$ cat src/rtl/fpm_pkg.sv
package fpm_pkg;
  parameter int FP_SET_W      = 9;
  parameter int FP_WAY_W      = 2;
  parameter int FP_STRIDE_LOG = 4;

  typedef enum logic [1:0] {
    FP_HOLD = 2'd0,
    FP_MARK = 2'd1,
    FP_WIPE = 2'd2
  } fp_act_e;
endpackage

$ cat src/rtl/fpm_sample_decode.sv
module fpm_sample_decode
  import fpm_pkg::*;
#(
  parameter int SET_W      = FP_SET_W,
  parameter int STRIDE_LOG = FP_STRIDE_LOG,
  localparam int ENTRY_W   = SET_W - STRIDE_LOG
) (
  input  logic               valid,
  input  logic               hit,
  input  logic [SET_W-1:0]   set_idx,
  input  logic               clear,
  output fp_act_e            act,
  output logic [ENTRY_W-1:0] entry
);
  function automatic logic is_sampled(input logic [SET_W-1:0] s);
    return s[STRIDE_LOG-1:0] == '0;
  endfunction

  function automatic logic [ENTRY_W-1:0] entry_of(input logic [SET_W-1:0] s);
    return s[SET_W-1:STRIDE_LOG];
  endfunction

  logic sampled_hit;

  assign sampled_hit = valid && hit && is_sampled(set_idx);
  assign entry       = entry_of(set_idx);

  always_comb begin
    if (clear)            act = FP_WIPE;
    else if (sampled_hit) act = FP_MARK;
    else                  act = FP_HOLD;
  end
endmodule

$ cat src/rtl/fpm_touch_store.sv
module fpm_touch_store
  import fpm_pkg::*;
#(
  parameter int ENTRY_W = FP_SET_W - FP_STRIDE_LOG,
  parameter int WAY_W   = FP_WAY_W,
  localparam int ENTRIES = 1 << ENTRY_W,
  localparam int WAYS    = 1 << WAY_W,
  localparam int TOTAL   = ENTRIES * WAYS
) (
  input  logic               clk,
  input  logic               rst_n,
  input  fp_act_e            act,
  input  logic [ENTRY_W-1:0] entry,
  input  logic [WAY_W-1:0]   way,
  output logic [TOTAL-1:0]   bits
);
  logic [ENTRY_W+WAY_W-1:0] mark_idx;
  assign mark_idx = {entry, way};

  for (genvar g = 0; g < ENTRIES; g++) begin : g_row
    logic [WAYS-1:0] row;
    logic            row_sel;

    assign row_sel = (entry == ENTRY_W'(g));

    always_ff @(posedge clk or negedge rst_n) begin
      if (!rst_n) begin
        row <= '0;
      end else if (act == FP_WIPE) begin
        row <= '0;
      end else if (act == FP_MARK && row_sel) begin
        row[way] <= 1'b1;
      end
    end

    assign bits[g*WAYS +: WAYS] = row;
  end

  // a wipe empties the whole store on the next edge
  p_wipe_empties_r8: assert property (@(posedge clk) disable iff (!rst_n)
    act == FP_WIPE |=> bits == '0);

  // a mark leaves the addressed flag set
  p_mark_sets_flag_r2: assert property (@(posedge clk) disable iff (!rst_n)
    act == FP_MARK |=> bits[$past(mark_idx)]);

  // no action leaves the store untouched
  p_hold_keeps_r3: assert property (@(posedge clk) disable iff (!rst_n)
    act == FP_HOLD |=> $stable(bits));

  // a mark never clears any flag
  p_mark_no_drop_r5: assert property (@(posedge clk) disable iff (!rst_n)
    act == FP_MARK |=> (bits & $past(bits)) == $past(bits));
endmodule

$ cat src/rtl/fpm_popcount.sv
module fpm_popcount #(
  parameter int TOTAL  = 128,
  localparam int CNT_W = $clog2(TOTAL + 1)
) (
  input  logic             clk,
  input  logic             rst_n,
  input  logic [TOTAL-1:0] bits,
  output logic [CNT_W-1:0] count
);
  function automatic logic [CNT_W-1:0] ones_in(input logic [TOTAL-1:0] v);
    logic [CNT_W-1:0] acc;
    acc = '0;
    for (int i = 0; i < TOTAL; i++) begin
      acc = acc + CNT_W'(v[i]);
    end
    return acc;
  endfunction

  always_ff @(posedge clk or negedge rst_n) begin
    if (!rst_n) count <= '0;
    else        count <= ones_in(bits);
  end

  // the count never exceeds the number of flags
  p_count_range_r6: assert property (@(posedge clk) disable iff (!rst_n)
    count <= CNT_W'(TOTAL));

  // a steady flag set gives a steady count one cycle later
  p_count_lag_r7: assert property (@(posedge clk) disable iff (!rst_n)
    $stable(bits) |=> $stable(count));
endmodule

$ cat src/rtl/sampled_footprint_monitor.sv
module sampled_footprint_monitor
  import fpm_pkg::*;
#(
  parameter int SET_W      = FP_SET_W,
  parameter int WAY_W      = FP_WAY_W,
  parameter int STRIDE_LOG = FP_STRIDE_LOG,
  localparam int ENTRY_W   = SET_W - STRIDE_LOG,
  localparam int TOTAL     = (1 << ENTRY_W) * (1 << WAY_W),
  localparam int CNT_W     = $clog2(TOTAL + 1)
) (
  input  logic             clk,
  input  logic             rst_n,
  input  logic             acc_valid,
  input  logic             acc_hit,
  input  logic [SET_W-1:0] acc_set,
  input  logic [WAY_W-1:0] acc_way,
  input  logic             clear_req,
  output logic [CNT_W-1:0] footprint
);
  fp_act_e            store_act;
  logic [ENTRY_W-1:0] store_entry;
  logic [TOTAL-1:0]   touched_bits;

  fpm_sample_decode #(
    .SET_W      (SET_W),
    .STRIDE_LOG (STRIDE_LOG)
  ) u_decode (
    .valid   (acc_valid),
    .hit     (acc_hit),
    .set_idx (acc_set),
    .clear   (clear_req),
    .act     (store_act),
    .entry   (store_entry)
  );

  fpm_touch_store #(
    .ENTRY_W (ENTRY_W),
    .WAY_W   (WAY_W)
  ) u_store (
    .clk   (clk),
    .rst_n (rst_n),
    .act   (store_act),
    .entry (store_entry),
    .way   (acc_way),
    .bits  (touched_bits)
  );

  fpm_popcount #(
    .TOTAL (TOTAL)
  ) u_count (
    .clk   (clk),
    .rst_n (rst_n),
    .bits  (touched_bits),
    .count (footprint)
  );

  // hits outside the sampled sets leave the flags alone
  p_unsampled_ignored_r3: assert property (@(posedge clk) disable iff (!rst_n)
    (acc_valid && acc_hit && acc_set[STRIDE_LOG-1:0] != '0 && !clear_req)
      |=> $stable(touched_bits));

  // misses and idle cycles leave the flags alone
  p_miss_ignored_r4: assert property (@(posedge clk) disable iff (!rst_n)
    ((!acc_valid || !acc_hit) && !clear_req) |=> $stable(touched_bits));

  // a clear wins over a simultaneous hit
  p_clear_beats_hit_r9: assert property (@(posedge clk) disable iff (!rst_n)
    (clear_req && acc_valid && acc_hit) |=> touched_bits == '0);

  // nothing is counted while the store is empty one cycle earlier
  p_empty_count_r1: assert property (@(posedge clk) disable iff (!rst_n)
    (touched_bits == '0) |=> footprint == '0);
endmodule

$ cat config.mk
export PLATFORM = sky130hd
export DESIGN_NAME = sampled_footprint_monitor
export DESIGN_NICKNAME = d
export VERILOG_FILES = /design/src/rtl/fpm_pkg.sv /design/src/rtl/fpm_sample_decode.sv /design/src/rtl/fpm_touch_store.sv /design/src/rtl/fpm_popcount.sv /design/src/rtl/sampled_footprint_monitor.sv
export SDC_FILE = /design/constraint.sdc
export NUM_CORES = 1
export LEC_CHECK = 0
export ABC_AREA = 1
export CAP_MARGIN = 20
export CORE_UTILIZATION = 23
export DETAILED_ROUTE_END_ITERATION = 7
export DONT_BUFFER_PORTS = 1
export PLACE_DENSITY_LB_ADDON = 0.1
export SYNTH_ARGS = -nofsm -noshare
export SYNTH_HDL_FRONTEND = slang
export SYNTH_SLANG_ARGS = --single-unit
export TNS_END_PERCENT = 30
$ cat constraint.sdc
create_clock -name clk -period 7.65 [get_ports clk]
set_clock_uncertainty 0.1 [all_clocks]
set_input_delay 1.1475 -clock clk [delete_from_list [all_inputs] [get_ports clk]]
set_output_delay 1.1475 -clock clk [all_outputs]
set_load 0.05 [all_outputs]
After elaboration in Yosys (flattened, before gate mapping)
Index checks and enable logic that the tools add are counted.
- logic and storage cells: 364
- output and inout bits: 8
- input bits: 16
- flip-flop bits (word level): 136
- bitwise gates (word level): 32
- $lt $le $gt $ge: 2
- eq/ne operators: 33
- reduce and logical (&&, ||, !) cells: 69
- multiplexer cells: 68
- add/sub/neg operators: 127
- operators with widths (operator ; count):
    $add 8x1->8 ; 126
    $mux 4 ; 64
    $or 4x4->4 ; 32
    $eq 5x5->1 const B ; 16
    $reduce_bool 2->1 ; 32
    $eq 5x4->1 const B ; 8
    $logic_and 1x1->1 ; 35
    $eq 5x3->1 const B ; 4
    $eq 5x2->1 const B ; 2
    $eq 5x1->1 const B ; 1
    $logic_not 5->1 ; 1
    $logic_not 4->1 ; 1
    $lt 2x3->1 const B ; 1
    $add 1x1->2 ; 1
    $demux 1 s2 ; 1
    $eq 2x1->1 const B ; 1
    $eq 2x2->1 const B ; 1
    $ge 2x1->1 const B ; 1
    $mux 1 ; 2
    $mux 2 ; 1

Longest topological paths before layout
Gate-level depths: netlist of run 1.
- depth in word-level cells: 127
- mapped depth: 25
- mapped depth without buffers: 25

Cells and area by module
Synthesis of run 1 repeated with hierarchy kept, for this count alone.
- cell total of the unflattened synthesis: 979
- area, all modules: 9190.1 um2
- modules (own cells, without submodules) (module ; seq. area each (um2) ; area an instance (um2) ; cells each ; instances):
    fpm_touch_store ; 3203.1 ; 5472.7 ; 606 ; 1
    fpm_popcount ; 200.2 ; 3642.2 ; 359 ; 1
    fpm_sample_decode ; 0.0 ; 75.1 ; 14 ; 1

Worst setup path before layout of run 1
No wires, ideal clock.
- path kind: register -> register
- start point: register u_store.g_row[0].row[0]
- end point: register u_count.count[6]
- clock period less this slack: 6.741 ns
- slack: 0.909 ns
- data arrival time: 6.524 ns
- required time: 7.433 ns
- buffers on the path: 0
- stages on the path, launching flop included: 20
- setup time: 0.117 ns
- path through: dfrtp_1 > ha_1 > inv_1 > fa_1 > fa_1 > fa_1 > fa_1 > fa_1 > fa_1 > fa_1 > fa_1 > fa_1 > fa_1 > inv_1 > fa_1 > fa_1 > nand4_1 > nand3_1 > nand2_1 > nand2_1
- word-level cells in the longest chain between the ends: 127
- ends and longest elaborated chain (item ; RTL line ; RTL):
    start, declared ; fpm_touch_store.sv:21 ; logic [WAYS-1:0] row;
    start signal, assigned ; fpm_touch_store.sv:28 ; row <= '0;
    start signal, assigned ; fpm_touch_store.sv:30 ; row <= '0;
    start signal, assigned by index ; fpm_touch_store.sv:32 ; row[way] <= 1'b1;
    $add 1x1->2 ; fpm_popcount.sv:14 ; acc = acc + CNT_W'(v[i]);
    $add 8x1->8 (126 in a row) ; fpm_popcount.sv:14 ;
    end signal, assigned ; fpm_popcount.sv:21 ; else count <= ones_in(bits);
    end, declared ; fpm_popcount.sv:8 ; output logic [CNT_W-1:0] count
Every way passes these cells.
A chain may end at the register's enable or synchronous reset.

Final worst setup path of run 1
- start point: register u_store.g_row[1].row[0]
- end point: register u_count.count[6]
- word-level cells in the longest chain between the ends: 124
- ends and longest elaborated chain (item ; RTL line):
    start, declared ; fpm_touch_store.sv:21
    start signal, assigned ; fpm_touch_store.sv:28
    start signal, assigned ; fpm_touch_store.sv:30
    start signal, assigned by index ; fpm_touch_store.sv:32
    $add 8x1->8 (124 in a row) ; fpm_popcount.sv:14
Every way passes these cells.

==> flow_metrics.env, run 1 <==
export IMPL_cp_arrival_ns=7.32
export IMPL_rows=74
export IMPL_grt_overflow=0
export IMPL_p_total_w=0.00168
export IMPL_cts_root_buf="clkbuf_16"
export IMPL_die_y_um=207
export IMPL_clk_pin_slew_ns=0.06
export IMPL_p_per_area_nw_per_um2=155
export IMPL_grt_pass1_wl_um=47000
export IMPL_h_tree_depth=4
export IMPL_dpl_hpwl_um=21600
export IMPL_synth_commonest_cells="nand2_1 (371), inv_1 (211), dfrtp_1 (136)"
export IMPL_crit_path_start_kind="register"
export IMPL_critPathCaptureType="register"
export IMPL_synth_cell_type_count=20
export IMPL_nNetsFinal=1276
export IMPL_leakagePower_nw=5.83
export IMPL_drt_iter0_markers=450
export IMPL_post_cts_resized=0
export IMPL_violations="design-rule violations"
export IMPL_yosysWarnings=0
export IMPL_async_flop_share_pct=100
export IMPL_grt_pass1_vias=7252
export IMPL_antenna_found_initial=0
export IMPL_cts_tree="done"
export IMPL_synth_seq_cells=136
export IMPL_syn_num_nets=1293
export IMPL_maxCapViolCount=0
export IMPL_synth_cells=1136
export IMPL_syn2layout_area_growth_pct=11.9
export IMPL_yosys_area_share_adder_pct=27.2
export IMPL_yosysSeqAreaShare_pct=35.2
export IMPL_die_w_um=207
export IMPL_clock_latency_ns=0.46
export IMPL_finalMaxSlewViolations=0
export IMPL_totalWireLength_um=30700
export IMPL_period_minus_slack_ns=7.07
export IMPL_ant_nets=0
export IMPL_start_util_pct=23.5
export IMPL_setup_tns_ns=0
export IMPL_synth_mux_area_share_pct=0
export IMPL_crit_required_ns=7.90
export IMPL_syn_avg_cell_area_um2=8.51
export IMPL_numCtsBuffers=17
export IMPL_setup_viol=0
export IMPL_outcome="finished, violations left"
export IMPL_post_synth_top_count_cell="nand2_1"
export IMPL_syn_area_um2=9670
export IMPL_maxSlewHeadroom_pct=32.3
export IMPL_synth_xor_area_share_pct=0.272
export IMPL_synth_top_family_by_area="adder cells"
export IMPL_drc=2
export IMPL_wire_per_inst_um=18.4
export IMPL_vias=7012
export IMPL_grt_max_degree=137
export IMPL_ios=24
export IMPL_globalplace_congestion=0.766
export IMPL_yosysTopAreaCell="dfrtp_1"
export IMPL_crit_type="register to register"
export IMPL_ir_worst_vdd_v=0.000132
export IMPL_finalHoldViolCount=0
export IMPL_critPathMaxFanout=3
export IMPL_viasPerCell=4.21
export IMPL_cts_setup_buffers=0
export IMPL_core_area_um2=41100
export IMPL_n_antenna_cell=0
export IMPL_layout_drive_gt1_share_pct=6.18
export IMPL_synth_edf_count=0
export IMPL_ctsHoldBuffers=0
export IMPL_rsz0062_at_grt="no"
export IMPL_max_freq_mhz=141
export IMPL_clk_path_buf_depth=2
export IMPL_synth_area_leaders="dfrtp_1 (35%), fa_1 (24%), nand2_1 (14%)"
export IMPL_fin_crit_sh_pct=92.5
export IMPL_clkSinkCount=136
export IMPL_grt_use_total_pct=15.5
export IMPL_synth_top_area_share_pct=35.2
export IMPL_worst_pin_slew_ns=1.02
export IMPL_synthSimpleGateAreaFrac_pct=26.7
export IMPL_hold_class="input port to async pin"
export IMPL_port_buffers=0
export IMPL_drt_pass1_iterations=7
export IMPL_synth_compound_area_share_pct=0.362
export IMPL_ys_flop_type="dfrtp_1"
export IMPL_dieArea_um2=42800
## routing by layer
| layer | GRT usage [%] | vias to the layer above | routed length [um] | share of wire [%] |
|---|---|---|---|---|
| met5 | 0 | - | 0 | 0 |
| met4 | 3.78 | 0 | 354 | 1.2 |
| met3 | 3.49 | 19 | 1120 | 3.6 |
| met2 | 22.8 | 88 | 13400 | 44 |
| met1 | 22.8 | 3489 | 15900 | 52 |
| li1 | - | 3416 | - | - |
## flip-flops by register name (all words and copies together), names as in the netlist
register,flops
u_store.g_row.row,128
u_count.count,8
## critical path: stages, from the launching register on
cell     delay [ns]
dfrtp_1        0.41
fa_1           0.60
inv_1          0.07
fa_1           0.52
inv_1          0.06
fa_1           0.49
fa_1           0.50
inv_1          0.05
fa_1           0.47
fa_1           0.49
inv_1          0.05
fa_1           0.48
inv_1          0.05
fa_1           0.50
fa_1           0.43
fa_1           0.49
inv_1          0.05
fa_1           0.40
fa_1           0.44
nand4_1        0.14
nand3_1        0.08
nand2_1        0.06
nand2_1        0.04
## cells in the final DEF (no fill, tap or decap), drive strengths merged
cell type	instances
nand3	76
a21oi	6
clkinv	7
ha	26
bufinv	3
nor2	64
nand3b	2
clkinvlp	2
dfrtp	136
buf	8
nand2	372
nand4	71
clkbuf	18
fa	115
xor2	3
inv	215
o21ai	1
or2	7
## per-stage QoR
stage               util (%)  cells  hold slack [ns]  setup slack (ns)  cell area, um2
floorplan                  -   1136            0.349             0.909            9670
global placement        24.8   1632            0.366             0.597           10200
detailed placement      24.8   1632            0.367             0.593           10200
CTS                     26.3   1664            0.263             0.577           10800
global route            26.3   1664            0.256             0.292           10800
finish                  26.3   1664            0.302             0.577           10800
## path summary, 6_finish.rpt
check                                      endpoint  slack [ns]  cells after the start                startpoint
min                        u_store.g_row[28].row[0]        0.30                      0                     rst_n
max                                u_count.count[6]        0.58                     22   u_store.g_row[1].row[0]
max reg2reg                        u_count.count[6]        0.58                     22   u_store.g_row[1].row[0]
max in group asynchronous  u_store.g_row[21].row[2]        6.92                      0                     rst_n
min in group clk           u_store.g_row[12].row[1]        0.38                      2  u_store.g_row[12].row[1]
min reg2reg                u_store.g_row[12].row[1]        0.38                      2  u_store.g_row[12].row[1]
## cell families (layout without fill, tap and decap cells)
family	count (synthesis)	after routing
AOI/OAI and AO/OA	7	7
xor gates and xnor gates	3	3
adders and majority gates	141	141
buffers and inverters	257	253
DFF	136	136
and+or+nand+nor	592	592
## final cells by class
| class | instances | area [um2] |
|---|---|---|
| multi-input cells | 743 | 5270 |
| inverters | 213 | 805 |
| fillers | 4493 | 30300 |
| clock inverters | 14 | 173 |
| clock buffers | 18 | 439 |
| repair buffers | 8 | 60.1 |
| flip-flops and latches | 136 | 3400 |
| well taps | 532 | 666 |
## power breakdown
group	total, W	leakage [nW]	switching, W	internal [W]
Clock	0.000890	0.297	0.000368	0.000523
Combinational	0.0000690	3.63	0.0000587	0.0000103
Sequential	0.000720	1.90	0.000000463	0.000719
(Power assumes the default switching activity.)
==> run 2, diff against run 1 <==
==> constraint.sdc (replaced) <==
create_clock -name clk -period 6.89 [get_ports clk]
set_clock_uncertainty 0.1 [all_clocks]
set_input_delay 1.0335 -clock clk [delete_from_list [all_inputs] [get_ports clk]]
set_output_delay 1.0335 -clock clk [all_outputs]
set_load 0.05 [all_outputs]
==> run 2 against run 1 <==
Non-clock buffer count is 19 higher. Design area grew 1.5%. Count of clock-buffer cells in the layout up 4. Fmax rose by 2.4%. Combinational power rose by 14%. Clock power grew 7.5%. Total power is 9.3% higher. Register-to-register slack lost 0.59 ns. Hold slack lost 0.12 ns. Utilization increased by 0.38 points. Wire length rose by 1.4%. Die area stayed put. Critical endpoint is now u_count.count[2]. The flow finishes with violations (design-rule violations, negative setup slack).
==> flow_metrics.env, run 2 (same netlist as run 1, synthesis figures left out) <==
export IMPL_grt_pass1_vias=7355
export IMPL_regToRegEndpoint="u_count.count[2]"
export IMPL_critPathMaxStageDelay_ns=0.57
export IMPL_ant_nets=0
export IMPL_largestRegisters="u_store.g_row.row (128), u_count.count (8)"
export IMPL_largest_reg_flops=128
export IMPL_ctsHoldBuffers=0
export IMPL_cts_tree="done"
export IMPL_globalplace_congestion=0.771
export IMPL_p_per_area_nw_per_um2=167
export IMPL_max_freq_mhz=145
export IMPL_syn2layout_area_growth_pct=13.5
export IMPL_maxSlewHeadroom_pct=32.5
export IMPL_critPathCaptureType="register"
export IMPL_totalWireLength_um=31100
export IMPL_holdWs_ns=0.179
export IMPL_numCtsBuffers=17
export IMPL_rsz0062_at_grt="yes"
export IMPL_crit_required_ns=7.12
export IMPL_grt_overflow=0
export IMPL_start_util_pct=23.5
export IMPL_crit_path_frequent_cell="fa_1"
export IMPL_post_route_util_pct=26.7
export IMPL_cp_arrival_ns=7.14
export IMPL_violations="design-rule violations, negative setup slack"
export IMPL_fin_crit_sh_pct=100
export IMPL_maxCapViolCount=0
export IMPL_finalWorstSetupSlack_ns=-0.0179
export IMPL_crit_family="adder cells"
export IMPL_timing_critical_path_cells="fa_1 > inv_2 > fa_1 > inv_1 > fa_1 > fa_1 > inv_1 > fa_1 > fa_1 > inv_2 > fa_1 > inv_2 > fa_1 > fa_1 > fa_1 > inv_1 > fa_2 > fa_2 > buf_4 > xor2_1"
export IMPL_h_tree_depth=4
export IMPL_drt_iter0_markers=467
export IMPL_regMostFlops="u_store.g_row.row"
export IMPL_final_common_cell="nand2_1"
export IMPL_drc=2
export IMPL_antenna_found_initial=0
export IMPL_hold_class="input port to async pin"
export IMPL_crit_path_start_kind="register"
export IMPL_wire_per_inst_um=18.5
export IMPL_setup_viol=2
export IMPL_clk_pin_slew_ns=0.07
export IMPL_leakagePower_nw=5.91
export IMPL_vias=7011
export IMPL_period_minus_slack_ns=6.91
export IMPL_cts_root_buf="clkbuf_16"
export IMPL_clkSinkCount=136
export IMPL_finalMaxSlewViolations=0
export IMPL_dieArea_um2=42800
export IMPL_setup_tns_ns=-0.0226
export IMPL_worst_pin_slew_ns=1.01
export IMPL_final_cell_mix="nand2_1 (369), inv_1 (208), dfrtp_1 (136)"
export IMPL_crit_path_top_delay_cell="fa_1"
export IMPL_worst_path_buf_inv=7
export IMPL_drt_pass1_iterations=7
export IMPL_core_area_um2=41100
export IMPL_nNetsFinal=1295
export IMPL_fillers=4498
export IMPL_grt_use_total_pct=15.9
export IMPL_grt_pass1_wl_um=47900
export IMPL_grt_max_degree=137
export IMPL_finalHoldViolCount=0
export IMPL_n_antenna_cell=0
export IMPL_ios=24
export IMPL_critPathMaxFanout=3
export IMPL_outcome="finished, violations left"
export IMPL_r2r_start="u_store.g_row[1].row[0]"
export IMPL_layout_drive_gt1_share_pct=8.25
export IMPL_rrSetupSlack_ns=-0.02
export IMPL_viasPerCell=4.17
export IMPL_ir_worst_vdd_v=0.0000984
export IMPL_clock_latency_ns=0.46
export IMPL_port_buffers=0
export IMPL_clk_path_buf_depth=2
export IMPL_worstRegToRegCells=20
export IMPL_crit_type="register to register"
export IMPL_die_w_um=207
export IMPL_die_y_um=207
export IMPL_rows=74
export IMPL_dpl_hpwl_um=21600
==> run 2: metal layers <==
layer / share of wire, % / GRT usage [%]
met1: 52 / 23.5
met2: 43 / 23.0
met3: 3.3 / 3.58
met4: 1.2 / 4.14
met5: 0 / 0
==> run 2: repair_timing <==
item | 4_1_cts | 5_1_grt
endpoints found under the setup margin | 3 | 6
resized for setup | 3 | 5
buffers inserted | 0 | 0
pin swaps | 8 | 3
==> run 2: final cells by class <==
cell class,instances,area (um2),area share (%)
clock inverters,10,120,1.10
multi-input cells,743,5280,48.1
flip-flops and latches,136,3400,31.0
well taps,532,666,6.07
inverters,213,805,7.33
clock buffers,22,474,4.32
repair buffers,27,223,2.03
==> run 2: power by group <==
part           leakage [nW]  internal (W)  switching, W  total [W]
sequential             1.90      0.000799   0.000000507   0.000799
clock                 0.275      0.000561      0.000396   0.000957
combinational          3.73     0.0000131     0.0000655  0.0000786
total                  5.91       0.00137      0.000462    0.00184
==> run 2: through the flow <==
| step | instance area [um2] | total power (W) | setup WS, ns | cells |
|---|---|---|---|---|
| after floorplan | 9670 | 0.000862 | 0.149 | 1136 |
| after global placement | 10300 | 0.000893 | -0.135 | 1650 |
| after detailed placement | 10300 | 0.000893 | -0.160 | 1650 |
| after CTS | 10900 | 0.00187 | -0.0768 | 1682 |
| after global routing | 11000 | 0.00191 | -0.246 | 1683 |
| final | 11000 | 0.00184 | -0.0179 | 1683 |
==> run 2: worst reg2reg max path: stages (launching register included) <==
cell     delay [ns]
dfrtp_1        0.40
fa_1           0.57
inv_2          0.06
fa_1           0.53
inv_1          0.06
fa_1           0.48
fa_1           0.50
inv_1          0.05
fa_1           0.46
fa_1           0.51
inv_2          0.04
fa_1           0.49
inv_2          0.04
fa_1           0.52
fa_1           0.43
fa_1           0.49
inv_1          0.05
fa_2           0.35
fa_2           0.37
buf_4          0.14
xor2_1         0.14
==> run 2: worst max path at each step <==
stage                             start                to  slack [ns]  cells after the start
2_1_floorplan   u_store.g_row[0].row[0]  u_count.count[6]        0.15                     19
3_3_place_gp   u_store.g_row[14].row[0]  u_count.count[6]       -0.13                     20
3_5_place_dp   u_store.g_row[14].row[0]  u_count.count[6]       -0.16                     20
4_1_cts         u_store.g_row[1].row[0]  u_count.count[6]       -0.08                     22
5_1_grt         u_store.g_row[1].row[0]  u_count.count[6]       -0.25                     22
6_report        u_store.g_row[1].row[0]  u_count.count[2]       -0.02                     20
==> run 3, diff against run 2 <==
--- a/config.mk
+++ b/config.mk
@@ -7,6 +7,7 @@
 export LEC_CHECK = 0
 export ABC_AREA = 1
 export CAP_MARGIN = 20
+export CORE_MARGIN = 2
 export CORE_UTILIZATION = 23
 export DETAILED_ROUTE_END_ITERATION = 7
 export DONT_BUFFER_PORTS = 1
==> run 3 against run 2 <==
The flow now finishes without violations. Sequential share of layout area about the same. Hold slack improved by 0.015 ns. Cell count increased by 0.30%. Die area increased by 1.9%. Register-to-register slack improved by 0.05 ns. Design area about the same. Wire length decreased by 2.5%. Combinational power decreased by 4.5%. Critical endpoint is now u_count.count[4]. Largest power group unchanged.
==> flow_metrics.env, run 3 (same netlist as run 1, synthesis figures left out) <==
export IMPL_drc=0
export IMPL_worst_path_buf_inv=6
export IMPL_clk_path_buf_depth=2
export IMPL_cts_tree="done"
export IMPL_crit_path_frequent_cell="fa_1"
export IMPL_leakagePower_nw=5.92
export IMPL_cts_root_buf="clkbuf_16"
export IMPL_die_y_um=209
export IMPL_drt_pass1_iterations=5
export IMPL_port_buffers=0
export IMPL_regToRegEndpoint="u_count.count[4]"
export IMPL_crit_type="register to register"
export IMPL_start_util_pct=23.2
export IMPL_ir_worst_vdd_v=0.000128
export IMPL_grt_overflow=0
export IMPL_max_freq_mhz=146
export IMPL_worstRegToRegCells=21
export IMPL_dp_cells=1654
export IMPL_die_w_um=209
export IMPL_critPathMaxFanout=3
export IMPL_crit_required_ns=7.12
export IMPL_h_tree_depth=4
export IMPL_final_cells=1688
export IMPL_crit_path_top_delay_cell="fa_1"
export IMPL_period_minus_slack_ns=6.86
export IMPL_layout_drive_gt1_share_pct=8.18
export IMPL_regMostFlops="u_store.g_row.row"
export IMPL_ctsHoldBuffers=0
export IMPL_totalWireLength_um=30300
export IMPL_finalMaxSlewViolations=0
export IMPL_finalHoldViolCount=0
export IMPL_largestRegisters="u_store.g_row.row (128), u_count.count (8)"
export IMPL_maxCapViolCount=0
export IMPL_vias=7061
export IMPL_ios=24
export IMPL_viasPerCell=4.18
export IMPL_grt_pass1_vias=7420
export IMPL_nNetsFinal=1293
export IMPL_finalWorstSetupSlack_ns=0.0346
export IMPL_globalplace_congestion=0.724
export IMPL_crit_path_start_kind="register"
export IMPL_rsz0062_at_grt="yes"
export IMPL_clkSinkCount=136
export IMPL_outcome="completed"
export IMPL_drt_iter0_markers=470
export IMPL_setup_viol=0
export IMPL_n_antenna_cell=0
export IMPL_dpl_hpwl_um=21800
export IMPL_rows=75
export IMPL_antenna_found_initial=0
export IMPL_fin_crit_sh_pct=99.5
export IMPL_rrSetupSlack_ns=0.03
export IMPL_critPathCaptureType="register"
export IMPL_grt_max_degree=139
export IMPL_multi_input_area_um2=5280
export IMPL_crit_family="adder cells"
export IMPL_worst_pin_slew_ns=1.10
export IMPL_timing_critical_path_cells="fa_1 > inv_2 > fa_1 > inv_1 > fa_1 > fa_1 > inv_1 > fa_1 > fa_1 > inv_1 > fa_1 > inv_1 > fa_1 > fa_1 > fa_1 > inv_1 > fa_2 > fa_2 > nand3_1 > nand2_1 > xor2_1"
export IMPL_syn2layout_area_growth_pct=13.6
export IMPL_clk_pin_slew_ns=0.06
export IMPL_r2r_start="u_store.g_row[1].row[0]"
export IMPL_setup_tns_ns=0
export IMPL_p_per_area_nw_per_um2=172
export IMPL_final_common_cell="nand2_1"
export IMPL_seq_area_um2=3400
export IMPL_critPathMaxStageDelay_ns=0.57
export IMPL_numCtsBuffers=17
export IMPL_core_area_um2=41700
export IMPL_dp_slack_ns=-0.147
export IMPL_fillers=4594
export IMPL_cp_arrival_ns=7.08
export IMPL_final_cell_mix="nand2_1 (369), inv_1 (209), dfrtp_1 (136)"
export IMPL_maxSlewHeadroom_pct=26.4
export IMPL_post_route_util_pct=26.3
export IMPL_grt_use_total_pct=15.0
export IMPL_grt_pass1_wl_um=47900
export IMPL_largest_reg_flops=128
export IMPL_ant_nets=0
export IMPL_clock_latency_ns=0.45
export IMPL_dieArea_um2=43700
export IMPL_wire_per_inst_um=18.0
export IMPL_hold_class="input port to async pin"
[run 3: cell count changes in the layout (fill, tap and decap cells not counted), sizes merged]
cell,delta
clkinvlp,-2
bufinv,+2
buf,-2
clkbuf,-3
clkinv,+3
[run 3: area by class of cell]
cell class	instances	area share [%]
clock buffers	19	4.13
clock inverters	13	1.61
inverters	213	7.33
multi-input cells	743	48.1
flip-flops and latches	136	31.0
well taps	539	6.14
repair buffers	25	1.71
[run 3: per-stage QoR]
stage	hold WS, ns	total power (W)	area [um2]
final	0.194	0.00189	11000
after global routing	0.169	0.00196	11000
after CTS	0.159	0.00193	11000
after detailed placement	0.367	0.000891	10300
after global placement	0.364	0.000891	10300
after floorplan	0.349	0.000862	9670
[run 3: power by group]
| group | leakage [nW] | internal, W | switching, W | total (W) |
|---|---|---|---|---|
| Clock | 0.305 | 0.000621 | 0.000394 | 0.00102 |
| Combinational | 3.72 | 0.0000115 | 0.0000637 | 0.0000751 |
| Sequential | 1.90 | 0.000799 | 0.000000511 | 0.000799 |
| Total | 5.92 | 0.00143 | 0.000458 | 0.00189 |
[run 3: worst max-delay path by stage]
stage          depth (start not counted)               startpoint               end
2_1_floorplan                         19  u_store.g_row[0].row[0]  u_count.count[6]
3_3_place_gp                          19  u_store.g_row[0].row[0]  u_count.count[6]
3_5_place_dp                          19  u_store.g_row[0].row[0]  u_count.count[6]
4_1_cts                               18  u_store.g_row[0].row[0]  u_count.count[4]
5_1_grt                               19  u_store.g_row[0].row[0]  u_count.count[6]
6_report                              21  u_store.g_row[1].row[0]  u_count.count[4]
[run 3: routing by layer]
layer  up-vias  track usage, %  part of all wire [%]
met5         -               0                     0
met4         0            4.41                   1.6
met3        25            2.33                   2.4
met2        81            23.4                    45
met1      3508            21.6                    51
li1       3447               -                     -
[run 3: what timing repair did]
item                                   in CTS  in global routing
gates resized for setup                     3                  4
setup buffers                               0                  2
setup endpoints to repair                   3                  7
endpoints found under the hold margin       0                  0
pin swaps                                  10                  5
